<file path="src/rtl/ht_interval_pkg.sv">
package ht_interval_pkg;
  typedef enum logic {
    PH_HOLD   = 1'b0,
    PH_TOGGLE = 1'b1
  } phase_e;
endpackage

</file>
<file path="src/rtl/ht_len_regs.sv">
module ht_len_regs #(
  parameter int CNT_W = 4
) (
  input  logic             clk_i,
  input  logic             rst_ni,
  input  logic             we_i,
  input  logic [CNT_W-1:0] toggle_i,
  input  logic [CNT_W-1:0] hold_i,
  output logic [CNT_W-1:0] toggle_len_o,
  output logic [CNT_W-1:0] hold_len_o,
  output logic             no_hold_o
);
  logic [CNT_W-1:0] toggle_q, hold_q;

  always_ff @(posedge clk_i or negedge rst_ni) begin
    if (!rst_ni) begin
      toggle_q <= '0;
      hold_q   <= '0;
    end else if (we_i) begin
      toggle_q <= toggle_i;
      hold_q   <= hold_i;
    end
  end

  assign toggle_len_o = toggle_q;
  assign hold_len_o   = hold_q;
  // reserved code: zero hold length disables hold intervals
  assign no_hold_o    = (hold_q == '0);
endmodule

</file>
<file path="src/rtl/ht_phase_ctr.sv">
module ht_phase_ctr
  import ht_interval_pkg::*;
#(
  parameter int CNT_W = 4
) (
  input  logic             clk_i,
  input  logic             rst_ni,
  input  logic             load_i,
  input  phase_e           load_phase_i,
  input  logic [CNT_W-1:0] load_cnt_i,
  input  logic             step_i,
  input  logic [CNT_W-1:0] toggle_len_i,
  input  logic [CNT_W-1:0] hold_len_i,
  output phase_e           phase_o
);
  logic [CNT_W-1:0] cnt_q, cnt_d;
  phase_e           t_q, t_d;
  logic             expire;

  assign expire = (cnt_q == '0);

  always_comb begin
    cnt_d = cnt_q;
    t_d   = t_q;
    if (load_i) begin
      cnt_d = load_cnt_i;
      t_d   = load_phase_i;
    end else if (step_i) begin
      if (expire) begin
        t_d   = (t_q == PH_HOLD) ? PH_TOGGLE : PH_HOLD;
        cnt_d = (t_q == PH_HOLD) ? toggle_len_i : hold_len_i;
      end else begin
        cnt_d = cnt_q - 1'b1;
      end
    end
  end

  always_ff @(posedge clk_i or negedge rst_ni) begin
    if (!rst_ni) begin
      cnt_q <= '0;
      t_q   <= PH_HOLD;
    end else begin
      cnt_q <= cnt_d;
      t_q   <= t_d;
    end
  end

  assign phase_o = t_q;
endmodule

</file>
<file path="src/rtl/ht_latch_bank.sv">
module ht_latch_bank #(
  parameter int LANES = 16
) (
  input  logic             clk_i,
  input  logic             rst_ni,
  input  logic             en_i,
  input  logic             reload_i,
  input  logic [LANES-1:0] d_i,
  output logic [LANES-1:0] q_o
);
  logic upd;
  assign upd = en_i | reload_i;

  for (genvar g = 0; g < LANES; g++) begin : g_lane
    logic q_q;
    always_ff @(posedge clk_i or negedge rst_ni) begin
      if (!rst_ni)  q_q <= 1'b0;
      else if (upd) q_q <= d_i[g];
    end
    assign q_o[g] = q_q;
  end
endmodule

</file>
<file path="src/rtl/ht_interval_seq.sv">
module ht_interval_seq
  import ht_interval_pkg::*;
#(
  parameter int CNT_W = 4,
  parameter int LANES = 16
) (
  input  logic             clk_i,
  input  logic             rst_ni,
  input  logic             cfg_we_i,
  input  logic [CNT_W-1:0] cfg_toggle_i,
  input  logic [CNT_W-1:0] cfg_hold_i,
  input  logic             pat_start_i,
  input  logic             pat_phase_i,
  input  logic [CNT_W-1:0] pat_offset_i,
  input  logic             shift_en_i,
  input  logic             first_cycle_i,
  input  logic [LANES-1:0] gen_i,
  output logic             phase_o,
  output logic             latch_en_o,
  output logic [LANES-1:0] latch_q_o
);
  logic [CNT_W-1:0] toggle_len, hold_len;
  logic             no_hold;
  phase_e           t_phase;

  ht_len_regs #(.CNT_W(CNT_W)) u_regs (
    .clk_i, .rst_ni,
    .we_i        (cfg_we_i),
    .toggle_i    (cfg_toggle_i),
    .hold_i      (cfg_hold_i),
    .toggle_len_o(toggle_len),
    .hold_len_o  (hold_len),
    .no_hold_o   (no_hold)
  );

  ht_phase_ctr #(.CNT_W(CNT_W)) u_ctr (
    .clk_i, .rst_ni,
    .load_i      (pat_start_i),
    .load_phase_i(phase_e'(pat_phase_i)),
    .load_cnt_i  (pat_offset_i),
    .step_i      (shift_en_i),
    .toggle_len_i(toggle_len),
    .hold_len_i  (hold_len),
    .phase_o     (t_phase)
  );

  assign phase_o    = (t_phase == PH_TOGGLE) | no_hold;
  assign latch_en_o = shift_en_i & phase_o;

  ht_latch_bank #(.LANES(LANES)) u_bank (
    .clk_i, .rst_ni,
    .en_i    (latch_en_o),
    .reload_i(first_cycle_i),
    .d_i     (gen_i),
    .q_o     (latch_q_o)
  );
endmodule


</file>
<file path="config.mk">
export PLATFORM = sky130hd
export DESIGN_NAME = ht_interval_seq
export DESIGN_NICKNAME = d
export VERILOG_FILES = /design/src/rtl/ht_interval_pkg.sv /design/src/rtl/ht_len_regs.sv /design/src/rtl/ht_phase_ctr.sv /design/src/rtl/ht_latch_bank.sv /design/src/rtl/ht_interval_seq.sv
export SDC_FILE = /design/constraint.sdc
export NUM_CORES = 1
export LEC_CHECK = 0
export BUFFER_PORTS_ARGS = -buffer_cell sky130_fd_sc_hd__buf_2
export CELL_PAD_IN_SITES_DETAIL_PLACEMENT = 1
export CELL_PAD_IN_SITES_GLOBAL_PLACEMENT = 1
export CORE_MARGIN = 1.5
export CORE_UTILIZATION = 34
export DETAILED_ROUTE_END_ITERATION = 10
export GPL_ROUTABILITY_DRIVEN = 0
export HOLD_SLACK_MARGIN = 0.08
export PLACE_DENSITY_LB_ADDON = 0.12
export SYNTH_ARGS = -nofsm -noshare
export SYNTH_HDL_FRONTEND = slang
export SYNTH_SLANG_ARGS = --single-unit
</file>
<file path="constraint.sdc">
create_clock -name clk_i -period 1.5 [get_ports clk_i]
set_input_delay 0.225 -clock clk_i [delete_from_list [all_inputs] [get_ports clk_i]]
set_output_delay 0.225 -clock clk_i [all_outputs]
set_load 0.03 [all_outputs]
</file>
======== After elaboration in Yosys (flattened, before gate mapping) ========
Cells that the tools add are included.
storage, ports and cells
  register bits ........................... 29
  input bits .............................. 35
  output and inout bits ................... 18
  word-level logic and storage cells ...... 37
cells by class
  $add $sub $neg .......................... 1
  mux-type cells .......................... 8
  bitwise gates (word level) .............. 3
  reductions and logical operators ........ 5
operator list
  cell                   count
  $mux W4                4
  $logic_not A4 Y1       2
  $mux W1                4
  $reduce_bool A2 Y1     2
  $sub A4 B1 Y4 const B  1
  $or A1 B1 Y1           2
  $reduce_and A2 Y1      1
  $and A1 B1 Y1          1

======== Logic depth before layout (Yosys ltp) ========
  word-level depth ........................ 4
  mapped depth ............................ 5
  mapped depth without buffers ............ 5

======== By module ========
A second synthesis with hierarchy kept.
second synthesis, totals
  cell total of the unflattened synthesis .. 113
  area total of the unflattened synthesis .. 1,515.2 um^2
modules (own cells, without submodules)
  module           times used  cells each  area each (um^2)  seq. area each (um^2)
  ht_latch_bank    1           50          769.5             400.4
  ht_phase_ctr     1           43          394.1             125.1
  ht_len_regs      1           18          337.8             200.2
  ht_interval_seq  1           2           13.8              0.0

======== Least setup slack after synthesis ========
No wires, ideal clock.
  kind .................................... register to register
  start point ............................. register u_ctr.cnt_q[0]
  end point ............................... register u_ctr.cnt_q[0]
  setup time .............................. 0.134 ns
  data arrival time ....................... 1.427 ns
  data required time ...................... 1.366 ns
  path slack .............................. -0.061 ns
  cell stages (with the launch flop) ...... 6
  path buffers ............................ 0
  clock period less this slack ............ 1.561 ns
  path through ............................ dfrtp_1 > inv_1 > ha_1 > or4b_1 > a221oi_1 > o41ai_1
between the ends
  longest elaborated chain between the ends .. 4
  elaborated cells between the ends (all ways) .. 5
  classes of those cells .................. add/sub: 1; mux: 3; reduce/logical: 1
RTL lines
  what                                                      RTL line                                RTL
  from (decl)                                               ht_phase_ctr.sv:16                      logic [CNT_W-1:0] cnt_q, cnt_d;
  from (signal assigned)                                    ht_phase_ctr.sv:43                      cnt_q <= cnt_d;
  $sub A4 B1 Y4 / $logic_not A4 Y1 (equally long branches)  ht_phase_ctr.sv:33, ht_phase_ctr.sv:20
  $mux W4 *                                                 ht_phase_ctr.sv:29                      if (expire) begin
  $mux W4 *                                                 ht_phase_ctr.sv:28                      end else if (step_i) begin
  $mux W4 *                                                 ht_phase_ctr.sv:25                      if (load_i) begin
Mark *: on every way between the ends. The rest lies on a longest branch, timed or not. The select of a mux whose other input is x is not followed.
A chain may end at the register's enable or synchronous reset.

======== Worst setup path in the final report ========
  start point ............................. register u_ctr.cnt_q[1]
  end point ............................... register u_ctr.cnt_q[0]
between the ends
  longest elaborated chain between the ends .. 4
RTL lines
  what              RTL line            RTL
  $logic_not A4 Y1  ht_phase_ctr.sv:20  assign expire = (cnt_q == '0);
  $mux W4           ht_phase_ctr.sv:29
  $mux W4           ht_phase_ctr.sv:28
  $mux W4           ht_phase_ctr.sv:25
No other way between the ends. The select of a mux whose other input is x is not followed.

==> results.json <==
{
  "status": "finished, violations left",
  "violations": "setup timing",
  "dp_slack_ps": -128,
  "drc": 0,
  "power_w": 0.00236,
  "dpl.hpwl_mm": 3.20,
  "required_ps": 1680,
  "hp-class": "in2reg",
  "grt_start_max_net_pins": 33,
  "clock_path_buffers": 2,
  "synth_seq_cells": 29,
  "start_kind": "flip-flop",
  "synth_top_cell_area_share_pct": 43.1,
  "fin_crit_sh_pct": 105,
  "leakagePower_nw": 0.972,
  "synth_edf_count": 0,
  "grt_setup_unrepaired": "yes",
  "row_count": 25,
  "syn2layout_area_growth_pct": 30.6,
  "yosys_warnings": 0,
  "die_h_um": 73.4,
  "antenna_found_initial": 0,
  "dieArea_sq_um": 5380,
  "synth.area.top_cells": "dfrtp_1 43%, o211ai_1 14%, buf_4 7.6%, mux2_2 6.7%, nand2b_1 6.3%",
  "wl_per_cell_um": 15.7,
  "drtPass1Iterations": 4,
  "cp.arrival_ps": 1760,
  "num_vias": 1410,
  "synth_fp_nets": 206,
  "ys.flop_type": "dfrtp_1",
  "end_kind": "flip-flop",
  "vias_per_cell": 4.91,
  "slew-limit-headroom_pct": 54.1,
  "gr-total-overflow": 0,
  "final.fill_count": 566,
  "cap_violations": 0,
  "drive_above_1_share_pct": 46.4,
  "critical-path-max-stage-delay_ps": 390,
  "setup_viol": 3,
  "htree_levels": 2,
  "cts_root_buffer": "clkbuf_8",
  "syn_area_per_cell_sq_um": 9.91,
  "seq_area_sq_um": 727,
  "slew_violations": 0,
  "diodes": 0,
  "ys_types": 31,
  "ios": 53,
  "tightest_slew_ps": 689,
  "hold_viol": 0,
  "path_max_fanout": 3,
  "yosysMostFrequentCell": "o211ai_1",
  "synth_commonest_cells": "32 x o211ai_1, 29 x dfrtp_1, 20 x nand2_1",
  "clkTransAtPathRegs_ps": 60,
  "routed_wirelength_mm": 4.51,
  "initial_core_util_pct": 35.4,
  "slowest_stage": "dfrtp_1",
  "worst_slack_ps": -76.4,
  "drtAntennaViolNets": 0,
  "die_w_um": 73.4,
  "ir_worst_vdd_mv": 0.460,
  "seq_area_frac_synth_pct": 43.1,
  "port_buffers": 52,
  "path_cells": "inv_2 -> ha_4 -> or3b_4 -> and3_4 -> o41ai_2",
  "grt_pass1_vias": 1572,
  "tritoncts": "done",
  "netlist_instances": 170,
  "crit_type": "reg2reg",
  "synth_area_leader_cell": "dfrtp_1",
  "nets": 255,
  "finClkSkew_ps": 7.57,
  "synthesis.area_sq_um": 1680,
  "grt_use_total_pct": 18.5,
  "clkLatencyLatePin_ps": 290,
  "fin_area_sq_um": 2200,
  "max_freq_mhz": 634,
  "cts_buffers": 5,
  "placed_cell_area_sq_um": 1940,
  "async_flop_share_pct": 100,
  "min_period_ps": 1580,
  "core_area_sq_um": 4750,
  "grt_pass1_wl_mm": 7.42,
  "p_per_area_nw_per_um2": 1070,
  "cts_sinks": 29,
  "multi_input_area_sq_um": 826,
  "drt-initial-drc-count": 102
}
[power breakdown]
| part | total (W) | leakage, nW | switching [W] | internal (W) |
|---|---|---|---|---|
| clock network | 0.000728 | 0.0542 | 0.000314 | 0.000414 |
| logic | 0.000679 | 0.576 | 0.000377 | 0.000301 |
| registers | 0.000950 | 0.342 | 0.0000725 | 0.000877 |
| total | 0.00236 | 0.972 | 0.000764 | 0.00159 |
[path summary, 6_finish.rpt]
| check | from | endpoint | slack, ps | depth (start not counted) |
|---|---|---|---|---|
| max | u_ctr.cnt_q[1] | u_ctr.cnt_q[0] | -80 | 5 |
| min | pat_offset_i[0] | u_ctr.cnt_q[0] | 160 | 3 |
| max reg2reg | u_ctr.cnt_q[1] | u_ctr.cnt_q[0] | -80 | 5 |
| min reg2reg | u_regs.toggle_len_o[1] | u_regs.toggle_len_o[1] | 510 | 1 |
| max in group asynchronous | rst_ni | u_ctr.phase_o | 500 | 2 |
| min in group asynchronous | rst_ni | u_bank.g_lane[6].q_q | 520 | 2 |
[layout make-up]
| class | instances | area share, % |
|---|---|---|
| Clock inverter | 1 | 0.228 |
| Timing Repair Buffer | 71 | 20.5 |
| Sequential cell | 29 | 33.0 |
| Multi-Input combinational cell | 109 | 37.5 |
| Inverter | 3 | 0.512 |
| Tap cell | 67 | 3.81 |
| Clock buffer | 7 | 4.38 |
[logic make-up (layout without fill, tap and decap cells)]
logic type	after synthesis	after routing	share of synthesized area (%)
AND/OR/NAND/NOR	51	51	16.8
AO/OA/AOI/OAI	43	43	18.7
buffers and inverters	32	82	11.7
flip-flops	29	29	43.1
multiplexers	13	13	8.47
adder cells (fa/ha/maj)	1	1	0.743
XOR/XNOR	1	1	0.520
[registers in the layout (all words and copies together) (netlist names)]
signal,cells
u_regs.hold_len_o,4
u_regs.toggle_len_o,4
u_bank.g_lane.q_q,16
u_ctr.phase_o,1
u_ctr.cnt_q,4
[metrics by stage]
stage	setup TNS [ps]	utilization [%]	hold slack, ps	std cells
floorplan	-88.4	-	-70.6	170
global placement	0	40.8	298	272
detailed placement	-179	40.8	309	272
CTS	-232	44.5	156	286
global route	-909	46.3	165	287
finish	-187	46.3	163	287
[layer usage]
| layer | vias up | global-route usage [%] | share of wire [%] |
|---|---|---|---|
| met5 | - | 0 | 0 |
| met4 | 0 | 6.17 | 1.4 |
| met3 | 5 | 4.66 | 4.1 |
| met2 | 35 | 34.0 | 53 |
| met1 | 682 | 20.8 | 42 |
| li1 | 688 | - | - |
[critical path, delay by kind of cell (launching register included)]
kind | cells | cell delay [ps]
AOI/OAI and AO/OA | 1 | 320
DFF | 1 | 390
adders and majority gates | 1 | 140
buffers and inverters | 1 | 80
and+or+nand+nor | 2 | 550
[cell usage in the layout (no fill, tap or decap), types with 2 or more instances in the layout]
master,Yosys,final
buf_4,17,14
inv_2,0,2
o211ai_1,32,32
nand2b_1,17,17
mux2_2,10,10
clkbuf_8,0,7
buf_6,1,4
buf_2,4,50
nor2b_1,3,3
a21oi_1,3,3
dfrtp_1,29,28
nor2_1,4,4
mux2i_1,3,3
nand2_1,20,20
[timing repair]
| action | in CTS | in global routing |
|---|---|---|
| buffers inserted | 5 | 4 |
| endpoints found under the hold margin | 29 | 0 |
| endpoints found under the setup margin | 4 | 21 |
| hold buffers | 1 | 0 |
| pin swaps | 3 | 9 |
| gates resized for setup | 8 | 15 |
| gates cloned | 0 | 1 |
Note: power is estimated with default switching activity, not from simulation.
